===== src/rtl/dac_pair_pkg.sv =====
package dac_pair_pkg;
  localparam int unsigned FRAME_BITS = 16;
  localparam int unsigned DATA_BITS  = 12;
  localparam int unsigned NUM_CH     = 2;

  typedef logic [FRAME_BITS-1:0] frame_t;

  // Command word: {channel, unused 0, unity gain, active, 12-bit data}
  function automatic frame_t dac_cmd_word(input logic ch, input logic en,
                                          input logic [15:0] smp);
    logic [DATA_BITS-1:0] data;
    data = en ? smp[15:4] : '0;
    return {ch, 1'b0, 1'b1, en, data};
  endfunction
endpackage


===== src/rtl/dac_frame_fmt.sv =====
module dac_frame_fmt
  import dac_pair_pkg::*;
(
  input  logic [NUM_CH-1:0][15:0] samples_i,
  input  logic [NUM_CH-1:0]       en_i,
  output frame_t [NUM_CH-1:0]     words_o
);
  for (genvar g = 0; g < NUM_CH; g++) begin : g_ch
    assign words_o[g] = dac_cmd_word(1'(g), en_i[g], samples_i[g]);
  end
endmodule


===== src/rtl/dac_half_timer.sv =====
module dac_half_timer #(
  parameter int unsigned HALF = 2
) (
  input  logic clk,
  input  logic rst_n,
  input  logic run_i,
  output logic half_end_o
);
  localparam int unsigned CW = (HALF > 1) ? $clog2(HALF) : 1;
  localparam logic [CW-1:0] LAST = CW'(HALF - 1);

  logic [CW-1:0] cnt_q;

  always_ff @(posedge clk or negedge rst_n) begin
    if (!rst_n)              cnt_q <= '0;
    else if (!run_i)         cnt_q <= '0;
    else if (cnt_q == LAST)  cnt_q <= '0;
    else                     cnt_q <= cnt_q + 1'b1;
  end

  assign half_end_o = run_i && (cnt_q == LAST);
endmodule


===== src/rtl/dac_seq.sv =====
module dac_seq #(
  parameter int unsigned LAST_STEP = 34
) (
  input  logic       clk,
  input  logic       rst_n,
  input  logic       tick_i,
  input  logic       half_end_i,
  output logic       busy_o,
  output logic       frame_o,
  output logic [5:0] step_o,
  output logic       accept_o,
  output logic       drop_o,
  output logic       pair_done_o,
  output logic       overrun_o
);
  logic frame_end;

  assign accept_o    = tick_i && !busy_o;
  assign drop_o      = tick_i && busy_o;
  assign frame_end   = half_end_i && (step_o == 6'(LAST_STEP));
  assign pair_done_o = frame_end && frame_o;

  always_ff @(posedge clk or negedge rst_n) begin
    if (!rst_n) begin
      busy_o    <= 1'b0;
      frame_o   <= 1'b0;
      step_o    <= '0;
      overrun_o <= 1'b0;
    end else begin
      if (drop_o) overrun_o <= 1'b1;
      if (accept_o) begin
        busy_o  <= 1'b1;
        frame_o <= 1'b0;
        step_o  <= '0;
      end else if (frame_end) begin
        step_o <= '0;
        if (frame_o) busy_o  <= 1'b0;
        else         frame_o <= 1'b1;
      end else if (half_end_i) begin
        step_o <= step_o + 1'b1;
      end
    end
  end
endmodule


===== src/rtl/dac_pair_sender.sv =====
module dac_pair_sender
  import dac_pair_pkg::*;
#(
  parameter int unsigned CLK_DIV = 4
) (
  input  logic        clk,
  input  logic        rst_n,
  input  logic        tick_i,
  input  logic [15:0] sample_a_i,
  input  logic [15:0] sample_b_i,
  input  logic        en_a_i,
  input  logic        en_b_i,
  output logic        sclk_o,
  output logic        mosi_o,
  output logic        cs_n_o,
  output logic        busy_o,
  output logic        overrun_o
);
  localparam int unsigned HALF      = CLK_DIV / 2;
  localparam int unsigned BIT_STEPS = 2 * FRAME_BITS;   // high+low per bit
  localparam int unsigned LAST_STEP = BIT_STEPS + 2;    // + one SCLK period gap

  frame_t [NUM_CH-1:0] words_new, words_q;
  logic                half_end, frame_sel, tick_accept, tick_drop, pair_done;
  logic [5:0]          step;
  logic                in_window;
  logic [3:0]          bit_idx;

  dac_frame_fmt u_fmt (
    .samples_i ({sample_b_i, sample_a_i}),
    .en_i      ({en_b_i, en_a_i}),
    .words_o   (words_new)
  );

  dac_half_timer #(.HALF(HALF)) u_timer (
    .clk        (clk),
    .rst_n      (rst_n),
    .run_i      (busy_o),
    .half_end_o (half_end)
  );

  dac_seq #(.LAST_STEP(LAST_STEP)) u_seq (
    .clk         (clk),
    .rst_n       (rst_n),
    .tick_i      (tick_i),
    .half_end_i  (half_end),
    .busy_o      (busy_o),
    .frame_o     (frame_sel),
    .step_o      (step),
    .accept_o    (tick_accept),
    .drop_o      (tick_drop),
    .pair_done_o (pair_done),
    .overrun_o   (overrun_o)
  );

  always_ff @(posedge clk or negedge rst_n) begin
    if (!rst_n)           words_q <= '0;
    else if (tick_accept) words_q <= words_new;
  end

  // Step 0: setup with CS low; odd steps 1..31 SCLK high; step 32 SCLK low;
  // steps 33..LAST_STEP: CS high gap.
  assign in_window = busy_o && (step <= 6'(BIT_STEPS));
  assign bit_idx   = ~step[4:1];
  assign cs_n_o    = !in_window;
  assign sclk_o    = in_window && step[0];
  assign mosi_o    = (busy_o && step < 6'(BIT_STEPS)) ? words_q[frame_sel][bit_idx] : 1'b0;

  initial begin
    if (CLK_DIV < 2 || (CLK_DIV % 2) != 0)
      $error("CLK_DIV must be even and at least 2");
  end
endmodule


===== config.mk =====
export PLATFORM = sky130hd
export DESIGN_NAME = dac_pair_sender
export DESIGN_NICKNAME = d
export VERILOG_FILES = /design/src/rtl/dac_pair_pkg.sv /design/src/rtl/dac_frame_fmt.sv /design/src/rtl/dac_half_timer.sv /design/src/rtl/dac_seq.sv /design/src/rtl/dac_pair_sender.sv
export SDC_FILE = /design/constraint.sdc
export NUM_CORES = 1
export LEC_CHECK = 0
export CORE_MARGIN = 1.5
export CORE_UTILIZATION = 49
export CTS_CLUSTER_SIZE = 24
export DETAILED_ROUTE_END_ITERATION = 7
export GPL_ROUTABILITY_DRIVEN = 0
export GPL_TIMING_DRIVEN = 0
export PLACE_DENSITY = 0.85
export RECOVER_POWER = 100
export SETUP_SLACK_MARGIN = 0.4
export SLEW_MARGIN = 20
export SYNTH_ARGS = -nofsm -noshare
export SYNTH_HDL_FRONTEND = slang
export SYNTH_SLANG_ARGS = --single-unit

===== constraint.sdc =====
create_clock -name clk -period 1.9 [get_ports clk]
set_input_delay 0.19 -clock clk [delete_from_list [all_inputs] [get_ports clk]]
set_output_delay 0.19 -clock clk [all_outputs]
set_load 0.1 [all_outputs]

# Yosys cells after proc, flatten, opt, wreduce, memory -nomap -nowiden
# Cells that the tools add are included.
[totals] latch_bits=0 rom_bits=0 register_bits=38 word_cells=45 n_memories=0 input_bits=37 out_inout_bits=5 ramBits=0
[op_classes] n_mux=17 n_mul=0 shifts=0 n_bitwise=1 order_cmp=4 div_mod_pow=0 reduce_logical=13 n_addsub=2 n_eq_ne=1
[ops] cell="$mux W16" n=2
[ops] cell="$mux W12" n=2
[ops] cell="$mux W6" n=3
[ops] cell="$mux W1" n=9
[ops] cell="$logic_and A1 B1 Y1" n=7
[ops] cell="$add A6 B1 Y6 const B" n=1
[ops] cell="$eq A6 B6 Y1 const B" n=1
[ops] cell="$le A6 B6 Y1 const B" n=1
[ops] cell="$lt A6 B6 Y1 const B" n=1
[ops] cell="$lt A4 B5 Y1 const B" n=1
[ops] cell="$bmux W1 S4" n=1
[ops] cell="$not A4 Y4" n=1
[ops] cell="$reduce_bool A2 Y1" n=2
[ops] cell="$reduce_bool A3 Y1" n=1
[ops] cell="$logic_not A1 Y1" n=2
[ops] cell="$lt A1 B2 Y1 const B" n=1
[ops] cell="$reduce_and A2 Y1" n=1
[ops] cell="$add A1 B1 Y1 const B" n=1

# Depth between registers and ports, before layout
[depth] ltp_word=5 depth_mapped=6 mapped_depth_nobuf=6

# Modules after synthesis
# A second synthesis with hierarchy kept.
[unflattened] hier_cells=187 area_unflattened_um2=2314.7
[by_module_without_submodules] module="dac_pair_sender" cells_per_inst=102 instances=1 seq_area_each_um2=800.8 area_each_um2=1554.0
[by_module_without_submodules] module="dac_seq" cells_per_inst=46 instances=1 seq_area_each_um2=225.2 area_each_um2=456.7
[by_module_without_submodules] module="dac_frame_fmt" cells_per_inst=36 instances=1 seq_area_each_um2=0.0 area_each_um2=262.8
[by_module_without_submodules] module="dac_half_timer" cells_per_inst=3 instances=1 seq_area_each_um2=25.0 area_each_um2=41.3

# Worst setup path before layout
# OpenSTA, ideal clock, no wires.
[synth_path] path_type="reg2out" start="register u_seq.busy_o" end="output mosi_o" required_ns=1.710 slack_ns=-0.778 path_stages_with_launch=5 path_buffers=1 arrival_ns=2.488 path_cell_list="dfrtp_1 > buf_2 > nor2b_1 > o21ai_0 > a32oi_2"
[synth_via] elab_chain_cells=2
[synth_rtl] item="start, declared" line_no="dac_seq.sv:8" text="output logic busy_o,"
[synth_rtl] item="start signal, assigned" line_no="dac_seq.sv:25" text="busy_o <= 1'b0;"
[synth_rtl] item="start signal, assigned" line_no="dac_seq.sv:32" text="busy_o <= 1'b1;"
[synth_rtl] item="start signal, assigned" line_no="dac_seq.sv:37" text="if (frame_o) busy_o <= 1'b0;"
[synth_rtl] item="$logic_and A1 B1 Y1" line_no="dac_pair_sender.sv:67" text="assign mosi_o = (busy_o && step < 6'(BIT_STEPS)) ? words_q[frame_sel][bit_idx] : 1'b0;"
[synth_rtl] item="$mux W1" line_no="dac_pair_sender.sv:67"
[synth_rtl] item="end, declared" line_no="dac_pair_sender.sv:14" text="output logic mosi_o,"
# No other way between the ends.

# Worst setup path after layout
[layout_path] start="register u_seq.frame_o" end="output mosi_o"
[layout_via] elab_chain_cells=5
[layout_rtl] item="start, declared" line_no="dac_seq.sv:9" text="output logic frame_o,"
[layout_rtl] item="start signal, assigned" line_no="dac_seq.sv:26" text="frame_o <= 1'b0;"
[layout_rtl] item="start signal, assigned" line_no="dac_seq.sv:33" text="frame_o <= 1'b0;"
[layout_rtl] item="start signal, assigned" line_no="dac_seq.sv:38" text="else frame_o <= 1'b1;"
[layout_rtl] item="$mux W16 (not written as such) (2 in series)" line_no="dac_pair_sender.sv:67"
[layout_rtl] item="$bmux W1 S4" line_no="dac_pair_sender.sv:67"
[layout_rtl] item="$mux W1 (not written as such)" line_no="dac_pair_sender.sv:67"
[layout_rtl] item="$mux W1" line_no="dac_pair_sender.sv:67"
# No other way between the ends. The select of a mux whose other input is x is not followed.

==> results.sh <==
export IMPL_drt_pass1_iterations=4
export IMPL_status="complete, but fails checks"
export IMPL_async_flop_share=1.00
export IMPL_root_buffer="clkbuf_8"
export IMPL_antenna_found_initial=0
export IMPL_cap_violations=0
export IMPL_peakVddDrop_mv=0.370
export IMPL_finalClockSkew_ns=0.00369
export IMPL_avgSynthCellArea_um2=9.68
export IMPL_first_iter_violations=65
export IMPL_rsz0062_at_grt="yes"
export IMPL_syn_area_mm2=0.00184
export IMPL_layout_drive_gt1_share=0.184
export IMPL_netlist_top_cells_count="60 x nand2_1, 37 x dfrtp_1, 26 x o21ai_0"
export IMPL_ios=42
export IMPL_antenna_cells=0
export IMPL_final_area_mm2=0.00244
export IMPL_start_util=0.506
export IMPL_post_place_cells=272
export IMPL_failed_checks="setup timing"
export IMPL_yosysMostFrequentCell="nand2_1"
export IMPL_holdWs_ns=0.419
export IMPL_route_vias_total=1547
export IMPL_die_h_um=64.3
export IMPL_p_per_area_mw_per_mm2=618
export IMPL_num_rows=22
export IMPL_cp_start_kind="flop"
export IMPL_yosysTopAreaCell="dfrtp_1"
export IMPL_dp_hpwl_um=2780
export IMPL_dieArea_mm2=0.00413
export IMPL_dp_slack_ns=-0.836
export IMPL_viasPerCell=5.39
export IMPL_synth_edff_count=0
export IMPL_worstMarginPinSlew_ns=1.16
export IMPL_port_buffers=33
export IMPL_grt_pass1_vias=1543
export IMPL_seq_area_frac_synth=0.503
export IMPL_htreeDepth=2
export IMPL_grt_max_degree=27
export IMPL_slew_headroom=0.231
export IMPL_hold_path_class="in -> async"
export IMPL_cts_tree="built"
export IMPL_place_area_mm2=0.00230
export IMPL_grt_util_all_layers=0.241
export IMPL_cp_end_kind="output pin"
export IMPL_cp_data_required_time_ns=1.71
export IMPL_synth_seq_cells=37
export IMPL_synthFlopType="dfrtp_1"
export IMPL_routedWlPerCell_um=14.9
export IMPL_critPathKind="reg -> out"
export IMPL_arrival_ns=1.97
export IMPL_areaGrowthSynthToFinish_pct=32.9
export IMPL_slew_viol_final=0
export IMPL_synth_cells=190
export IMPL_cp_max_fo=6
export IMPL_yosysWarningCount=0
export IMPL_postRouteAntennaNets=0
export IMPL_clk_pin_slew_ns=0.07
export IMPL_synth_cell_types=33
export IMPL_final_cells=287
export IMPL_fmax_mhz=463
export IMPL_finalSetupViolCount=1
export IMPL_setup_slack_ns=-0.259
export IMPL_grt_pass1_wl_um=7450
export IMPL_die_x_um=64.3
export IMPL_cts_sinks=37
export IMPL_cts_buffers=5
export IMPL_period_share=1.14
export IMPL_power_leakage_nw=1.10
export IMPL_grt_overflow=0
export IMPL_finalHoldViolCount=0
export IMPL_core_area_mm2=0.00363
export IMPL_worstSkewPairLatency_ns=0.29
export IMPL_routed_wl_um=4260
export IMPL_drc_errors=0
export IMPL_synth_nets=230
export IMPL_cts_buffer_depth=2
export IMPL_post_route_min_period_ns=2.16
export IMPL_synth_area_leaders="dfrtp_1 50%, nand2_1 12%, mux4_1 7.1%"
export IMPL_yosys_area_top_type_share=0.503
export IMPL_layout_nets=279
[flip-flops by register name (all words and copies together) (netlist names)]
signal           flops
words_q             27
u_seq.step_o         6
u_seq.busy_o         1
u_seq.frame_o        1
u_seq.overrun_o      1
u_timer.cnt_q        1
[cell type report]
| class | instances | area [um^2] |
|---|---|---|
| inverters | 5 | 18.8 |
| multi-input cells | 136 | 886 |
| flip-flops and latches | 37 | 932 |
| fillers | 308 | 1190 |
| plain buffers | 12 | 63.8 |
| repair buffers | 42 | 398 |
| clock buffers | 7 | 86.3 |
| well taps | 48 | 60.1 |
[cells in the final DEF, fill, tap and decap left out, types with 2 or more instances in the layout]
cell type | netlist | final
buf_4 | 0 | 7
nor2_1 | 3 | 3
nand3_2 | 1 | 2
nand2_1 | 60 | 58
mux2_2 | 5 | 3
clkbuf_8 | 0 | 6
mux4_2 | 0 | 5
o21ai_0 | 26 | 24
clkbuf_1 | 8 | 12
and3_1 | 4 | 3
ha_1 | 3 | 3
dfrtp_2 | 0 | 2
o21ai_1 | 1 | 3
inv_1 | 5 | 4
dfrtp_1 | 37 | 34
nand3_1 | 4 | 3
xor2_1 | 2 | 2
a21o_1 | 2 | 2
nand2_2 | 0 | 2
nand2b_1 | 3 | 3
mux2i_1 | 2 | 2
clkdlybuf4s50_1 | 0 | 27
buf_6 | 1 | 4
[final timing paths]
check | startpoint | slack [ns] | cells after the start | endpoint
min in group clk | sample_b_i[10] | 0.45 | 3 | words_q[22]
min | rst_n | 0.42 | 2 | u_seq.busy_o
max in group asynchronous | rst_n | 0.46 | 3 | words_q[8]
max | u_seq.frame_o | -0.26 | 6 | mosi_o
min reg2reg | u_seq.overrun_o | 0.47 | 1 | u_seq.overrun_o
max reg2reg | u_seq.busy_o | 0.24 | 5 | u_seq.step_o[4]
[cell families after synthesis]
kind of cell    count (synthesis)  synth area share
fa+ha+maj                       3            0.0204
simple gates                   81             0.188
xor+xnor                        3            0.0143
compound gates                 37             0.121
mux                            12             0.113
buf+inv                        17            0.0401
flops                          37             0.503
[per-layer routing]
metal | part of all wire | GRT usage
met4 | 0.013 | 0.0851
met1 | 0.42 | 0.303
met3 | 0.042 | 0.0616
met5 | 0 | 0
met2 | 0.52 | 0.402
[repair_timing]
action	in CTS	in global routing
pin swaps	1	3
setup endpoints to repair	7	7
resized for setup	43	13
buffers inserted	6	1
hold buffers	1	0
endpoints found under the hold margin	11	0
[report_power, final]
group,switching (W),total (W),leakage [nW],internal (W)
Combinational,0.0000587,0.000138,0.599,0.0000798
Clock,0.000262,0.000550,0.0443,0.000288
Sequential,0.0000124,0.000823,0.460,0.000810
[critical path: stages, from the launching register on]
cell	delay, ns
dfrtp_1	0.39
buf_6	0.16
mux4_2	0.50
mux2_4	0.28
nand3_2	0.09
a32oi_4	0.06
buf_12	0.19
[metrics by stage]
stage,setup TNS [ns],utilization,total power (W)
6_report,-0.259,0.673,0.00151
3_5_place_dp,-2.05,0.634,0.000975
2_1_floorplan,-0.0131,-,0.000882
3_3_place_gp,-7.50,0.630,0.000967
5_1_grt,-0.350,0.673,0.00158
4_1_cts,-0.272,0.685,0.00152
Note: power is estimated with default switching activity, not from simulation.
